[config.mk]
export PLATFORM = sky130hd
export DESIGN_NAME = arb_dual_rr
export DESIGN_NICKNAME = d
export VERILOG_FILES = /design/src/rtl/arb_pkg.sv /design/src/rtl/arb_raise_timer.sv /design/src/rtl/arb_rr_pick.sv /design/src/rtl/arb_dual_rr.sv
export SDC_FILE = /design/constraint.sdc
export NUM_CORES = 1
export LEC_CHECK = 0
export BUFFER_PORTS_ARGS = -buffer_cell sky130_fd_sc_hd__buf_2
export CAP_MARGIN = 20
export CORE_MARGIN = 4
export CORE_UTILIZATION = 50
export CTS_BUF_LIST = sky130_fd_sc_hd__clkbuf_2 sky130_fd_sc_hd__clkbuf_4 sky130_fd_sc_hd__clkbuf_8
export DETAILED_ROUTE_END_ITERATION = 10
export GPL_ROUTABILITY_DRIVEN = 0
export HOLD_SLACK_MARGIN = 0.05
export PLACE_DENSITY = 0.74
export SYNTH_ARGS = -nofsm -noshare
export SYNTH_HDL_FRONTEND = slang
export SYNTH_SLANG_ARGS = --single-unit
[constraint.sdc]
create_clock -name clk -period 6.79 [get_ports clk]
set_input_delay 1.0185 -clock clk [delete_from_list [all_inputs] [get_ports clk]]
set_output_delay 1.0185 -clock clk [all_outputs]
set_load 0.01 [all_outputs]
[src/rtl/arb_pkg.sv]
// Shared helpers for the two-class arbiter.
// Assumes index values below 2**31.
package arb_pkg;

    // Priority classes; the numeric value indexes per-class state.
    typedef enum logic {
        CLS_LO = 1'b0,
        CLS_HI = 1'b1
    } arb_cls_e;

    // Position after idx in a ring of n slots.
    function automatic int wrap_inc(input int idx, input int n);
        return (idx + 1 >= n) ? 0 : idx + 1;
    endfunction

endpackage

[src/rtl/arb_raise_timer.sv]
// Wait timer for one centrally promoted requester.
// Counts cycles of an ungranted request and reports effective high once the
// count reaches the delay field times 2**STEP_LOG2. The field is latched in
// the first waiting cycle. Assumes win_i is the grant decision of this cycle.
module arb_raise_timer #(
    parameter int DELAY_W   = 5,
    parameter int STEP_LOG2 = 4
) (
    input  logic               clk,
    input  logic               rst_n,
    input  logic               req_i,
    input  logic               win_i,
    input  logic [DELAY_W-1:0] field_i,
    output logic               hi_o
);
    localparam int CNT_W = DELAY_W + STEP_LOG2;

    logic               waiting_q;
    logic [CNT_W-1:0]   cnt_q;
    logic [DELAY_W-1:0] lim_q;
    logic [DELAY_W-1:0] limit;
    logic [CNT_W-1:0]   thresh;
    logic [CNT_W-1:0]   elapsed;

    // Effective priority from the elapsed wait and the active delay.
    always_comb begin
        limit   = waiting_q ? lim_q : field_i;
        thresh  = {limit, {STEP_LOG2{1'b0}}};
        elapsed = waiting_q ? cnt_q : '0;
        hi_o    = req_i && (elapsed >= thresh);
    end

    // Start, advance or end the wait.
    always_ff @(posedge clk) begin
        if (!rst_n) begin
            waiting_q <= 1'b0;
            cnt_q     <= '0;
            lim_q     <= '0;
        end else if (!req_i || win_i) begin
            waiting_q <= 1'b0;
            cnt_q     <= '0;
        end else if (!waiting_q) begin
            waiting_q <= 1'b1;
            cnt_q     <= CNT_W'(1);
            lim_q     <= field_i;
        end else if (cnt_q != '1) begin
            cnt_q     <= cnt_q + CNT_W'(1);
        end
    end
endmodule

[src/rtl/arb_rr_pick.sv]
// Round-robin search: the first set bit of vec_i at or after ptr_i, with
// wrap-around. Purely combinational. Assumes ptr_i < N.
module arb_rr_pick #(
    parameter int N     = 5,
    parameter int IDX_W = 3
) (
    input  logic [N-1:0]     vec_i,
    input  logic [IDX_W-1:0] ptr_i,
    output logic             found_o,
    output logic [IDX_W-1:0] idx_o
);
    int cand;

    // Scan from the pointer around the ring.
    always_comb begin
        found_o = 1'b0;
        idx_o   = '0;
        cand    = 0;
        for (int off = 0; off < N; off++) begin
            cand = int'(ptr_i) + off;
            if (cand >= N) cand = cand - N;
            if (!found_o && vec_i[cand]) begin
                found_o = 1'b1;
                idx_o   = IDX_W'(cand);
            end
        end
    end
endmodule

[src/rtl/arb_dual_rr.sv]
// Two-class round-robin bus arbiter with wait-based promotion.
// Requesters 0..NUM_CENTRAL-1 are promoted by timers driven from the raise
// register. The rest take their priority from prio_i. High beats low, and each
// class rotates its own pointer. Assumes NUM_CENTRAL < NUM_REQ.
module arb_dual_rr
    import arb_pkg::*;
#(
    parameter int NUM_REQ     = 5,
    parameter int NUM_CENTRAL = 4,
    parameter int DELAY_W     = 5,
    parameter int STEP_LOG2   = 4
) (
    input  logic                           clk,
    input  logic                           rst_n,
    input  logic [NUM_REQ-1:0]             req_i,
    input  logic [NUM_REQ-1:0]             prio_i,
    input  logic                           cfg_we_i,
    input  logic [NUM_CENTRAL*DELAY_W-1:0] cfg_wdata_i,
    output logic [NUM_REQ-1:0]             gnt_o,
    output logic                           gnt_hi_o,
    output logic [NUM_REQ-1:0]             eff_hi_o
);
    localparam int RAISE_W = NUM_CENTRAL * DELAY_W;
    localparam int IDX_W   = (NUM_REQ > 1) ? $clog2(NUM_REQ) : 1;
    localparam int NUM_CLS = 2;

    logic [RAISE_W-1:0] raise_q;
    logic [NUM_REQ-1:0] eff_hi;
    logic [NUM_REQ-1:0] gnt_next;
    logic [NUM_REQ-1:0] cls_vec [NUM_CLS];
    logic [IDX_W-1:0]   ptr_q   [NUM_CLS];
    logic [IDX_W-1:0]   pick_idx[NUM_CLS];
    logic [NUM_CLS-1:0] pick_found;
    arb_cls_e           win_cls;
    logic [IDX_W-1:0]   win_idx;
    logic               any_win;

    // Raise register: plain write port.
    always_ff @(posedge clk) begin
        if (!rst_n) raise_q <= '0;
        else if (cfg_we_i) raise_q <= cfg_wdata_i;
    end

    // Effective priority source per requester.
    for (genvar i = 0; i < NUM_REQ; i++) begin : g_src
        if (i < NUM_CENTRAL) begin : g_timed
            arb_raise_timer #(
                .DELAY_W  (DELAY_W),
                .STEP_LOG2(STEP_LOG2)
            ) timer_i (
                .clk    (clk),
                .rst_n  (rst_n),
                .req_i  (req_i[i]),
                .win_i  (gnt_next[i]),
                .field_i(raise_q[i*DELAY_W +: DELAY_W]),
                .hi_o   (eff_hi[i])
            );
        end else begin : g_self
            assign eff_hi[i] = req_i[i] & prio_i[i];
        end
    end

    assign eff_hi_o = eff_hi;

    // One round-robin search per class.
    for (genvar c = 0; c < NUM_CLS; c++) begin : g_cls
        assign cls_vec[c] = (c == int'(CLS_HI)) ? (req_i & eff_hi) : (req_i & ~eff_hi);
        arb_rr_pick #(
            .N    (NUM_REQ),
            .IDX_W(IDX_W)
        ) pick_i (
            .vec_i  (cls_vec[c]),
            .ptr_i  (ptr_q[c]),
            .found_o(pick_found[c]),
            .idx_o  (pick_idx[c])
        );
    end

    // Pick the class, then the requester, and form the next grant.
    always_comb begin
        win_cls  = pick_found[CLS_HI] ? CLS_HI : CLS_LO;
        win_idx  = pick_idx[win_cls];
        any_win  = |pick_found;
        gnt_next = any_win ? (NUM_REQ'(1) << win_idx) : '0;
    end

    // Register the grant and move the winning class pointer.
    always_ff @(posedge clk) begin
        if (!rst_n) begin
            gnt_o    <= '0;
            gnt_hi_o <= 1'b0;
            for (int c = 0; c < NUM_CLS; c++) ptr_q[c] <= '0;
        end else begin
            gnt_o    <= gnt_next;
            gnt_hi_o <= pick_found[CLS_HI];
            if (any_win) ptr_q[win_cls] <= IDX_W'(wrap_inc(int'(win_idx), NUM_REQ));
        end
    end
endmodule

==> results.tsv <==
metric	value	unit
status	completed	
powerDensity	479	mW/mm2
firstDrtPassIters	7	
p_clk_share	9.6	%
grt_start_max_net_pins	40	
clk_latency	360	ps
ys_seq_elements	92	
maxClockFrequency	175	MHz
hold_path.class	flip-flop to flip-flop	
ant_nets	0	
cp_slowest_cell	o21ai_0	
postSynthCellCount	794	
setup_violations	0	
final_cell_mix	dfxtp_1, nor2_1, mux2i_1	
drt_iter0_markers	463	
ios	44	
preCtsSetupSlack	1200	ps
cts_buffer_depth	2	
crit_path_end_kind	flip-flop	
p_seq_share	21.7	%
cts.sinks	92	
layout_commonest_cell	dfxtp_1	
wirelength	15.0	mm
p_sw	0.00171	W
yosysUniqueCellTypes	90	
coreArea	0.0134	mm2
cts_resized	0	
critPathTopFamily	compound AO/OA/AOI/OAI gates	
internal-power	0.00180	W
chipWidth	125	um
slew_viol_final	0	
layout_setup_ws	1090	ps
initial_core_util	51.5	%
synth_nets	880	
r2r_slack	1090	ps
yosysSeqAreaShare	27.6	%
hold_buffers	0	
p_sw_share	48.8	%
hpwl	11.3	mm
start_kind	flip-flop	
synth_async_sr_flop_share	0	%
dieArea	0.0157	mm2
rsz0062_at_grt	no	
synth_edf_count	6	
ir_worst_vdd	0.000218	V
root_buffer	clkbuf_8	
timing_worst_setup_path_type	flip-flop to flip-flop	
rows	42	
period_share	84.0	%
arrival	5960	ps
drv_cap	0	
path_clk_slew	80	ps
finalHoldViolations	0	
nets	897	
slowest_delay	710	ps
critPathMostFrequentCell	o21ai_0	
crit_chain	mux2i_1 -> ha_1 -> nand4_1 -> o21ai_0 -> o21ai_0 -> mux2_2 -> o221ai_2 -> and4bb_2 -> and2_1 -> nand2_1 -> o221a_2 -> inv_1 -> ha_1 -> inv_1 -> o21ai_0 -> a41oi_4 -> mux2_2	
cts_max_level	3	
drive_gt1_share	14.4	%
critPathMaxFanout	15	
worst_pin_slew	981	ps
slew_headroom	34.0	%
die_y	125	um
synth_warnings	0	
ys.flop_type	dfxtp_1	
post_drt_wl_per_cell	15.1	um
worst_clock_skew	4.94	ps
num-fill-cells	1289	
syn_to_final_growth	6.17	%
grt_overflow	0	
port_buffers	39	
cp_data_required_time	7040	ps
post_cts_buffers	0	
power_leakage	3.03	nW
grtUsageTotal	19.3	%
final.setup.tns	0	ps
diodes	0	
antenna_found_initial	0	
grt_pass1_wl	25.8	mm
vias	5604	
layout_min_cycle_time	5700	ps
power	0.00351	W
vias_per_cell	5.65	
combPwrFrac	68.7	%
drc	0	
grt_pass1_vias	5351	
synth_area_per_cell	8.69	um2
cts_tree	done	
crit_buf_inv	2	
numCtsBuffers	9	
syn_area	0.00690	mm2
==> path summary, 6_finish.rpt <==
| check | end | cells past startpoint | from |
|---|---|---|---|
| min | g_src[2].g_timed.timer_i.lim_q[0] | 2 | g_src[2].g_timed.timer_i.lim_q[0] |
| min reg2reg | g_src[2].g_timed.timer_i.lim_q[0] | 2 | g_src[2].g_timed.timer_i.lim_q[0] |
| max | g_src[0].g_timed.timer_i.lim_q[1] | 17 | g_src[0].g_timed.timer_i.waiting_q |
| max reg2reg | g_src[0].g_timed.timer_i.lim_q[1] | 17 | g_src[0].g_timed.timer_i.waiting_q |
==> routing by layer <==
layer	global-route usage [%]	wire (um)	part of all wire, %	up-vias
li1	-	-	-	2860
met1	27.1	7430	50	2613
met2	31.0	6750	45	113
met3	3.03	618	4.1	18
met4	4.91	195	1.3	0
met5	0	0	0	-
==> area by class of cell <==
cell class              count  area (um2)  share of cell area, %
repair buffers             40         203                   2.77
multi-input cells         634        4700                   64.1
flip-flops and latches     92        1900                   26.0
inverters                  34         128                   1.74
clock buffers              13         166                   2.27
well taps                 176         220                   3.01
clock inverters             2        10.0                  0.137
==> cell families (layout without fill, tap and decap cells) <==
family	after synthesis	count (layout)	synth area share (%)
buffers and inverters	68	89	4.37
multiplexers	83	83	12.4
XOR/XNOR	39	39	4.95
AND/OR/NAND/NOR	329	329	25.9
adder cells (fa/ha/maj)	53	53	9.83
AO/OA/AOI/OAI	130	130	14.9
flip-flops	92	92	27.6
==> metrics by stage <==
stage	instances	hold slack [ps]	cell area, um2	utilization [%]
floorplan	794	431	6900	-
finish	991	464	7320	54.7
detailed placement	976	452	7150	53.3
CTS	991	466	7320	54.7
global route	991	488	7320	54.7
global placement	976	443	7150	53.3
==> power groups by stage <==
stage | registers (W) | clock network (W) | logic [W]
global route | 0.000777 | 0.000372 | 0.00266
CTS | 0.000760 | 0.000350 | 0.00239
finish | 0.000763 | 0.000336 | 0.00241
detailed placement | 0.000772 | 0 | 0.00238
floorplan | 0.000708 | 0 | 0.00203
global placement | 0.000770 | 0 | 0.00235
==> cells in the mapped netlist, drive strengths merged (3+ instances only) <==
master	number	area, um2
dfxtp	86	1720
nor2	85	319
mux2i	64	641
nand2	56	210
ha	51	638
and2	44	282
inv	34	128
a21oi	33	176
nand3	25	130
nor3b	24	195
o21ai	24	120
xnor2	24	210
clkbuf	21	78.8
nor3	21	115
mux2	19	218
xor2	15	131
nor2b	14	87.6
buf	13	95.1
nand2b	11	68.8
a211oi	9	77.6
nand4	7	43.8
o31ai	7	52.6
or3	7	45.1
edfxtp	6	180
nand4b	6	58.8
a21o	5	37.5
a31oi	5	37.5
and3	5	33.8
nor4	5	31.3
o22ai	5	37.5
a41oi	4	91.3
nor4b	4	41.3
o21a	4	30.0
nand3b	3	22.5
o211ai	3	27.5
o221a	3	33.8
o221ai	3	50.1
or4	3	22.5
==> registers in the layout (all words and copies together), names as in the netlist <==
register / flops
g_src.g_timed.timer_i.cnt_q: 36
g_src.g_timed.timer_i.lim_q: 20
raise_q: 20
ptr_q: 6
gnt_o: 5
g_src.g_timed.timer_i.waiting_q: 4
gnt_hi_o: 1
==> worst register-to-register path, delay by kind of cell (launching register included) <==
| kind | cells | cell delay [ps] |
|---|---|---|
| and+or+nand+nor | 4 | 850 |
| AOI/OAI and AO/OA | 6 | 2340 |
| muxes | 3 | 970 |
| DFF | 1 | 630 |
| adders and majority gates | 2 | 570 |
| buffers and inverters | 2 | 230 |
No activity file was read; power rests on OpenSTA's default activity.
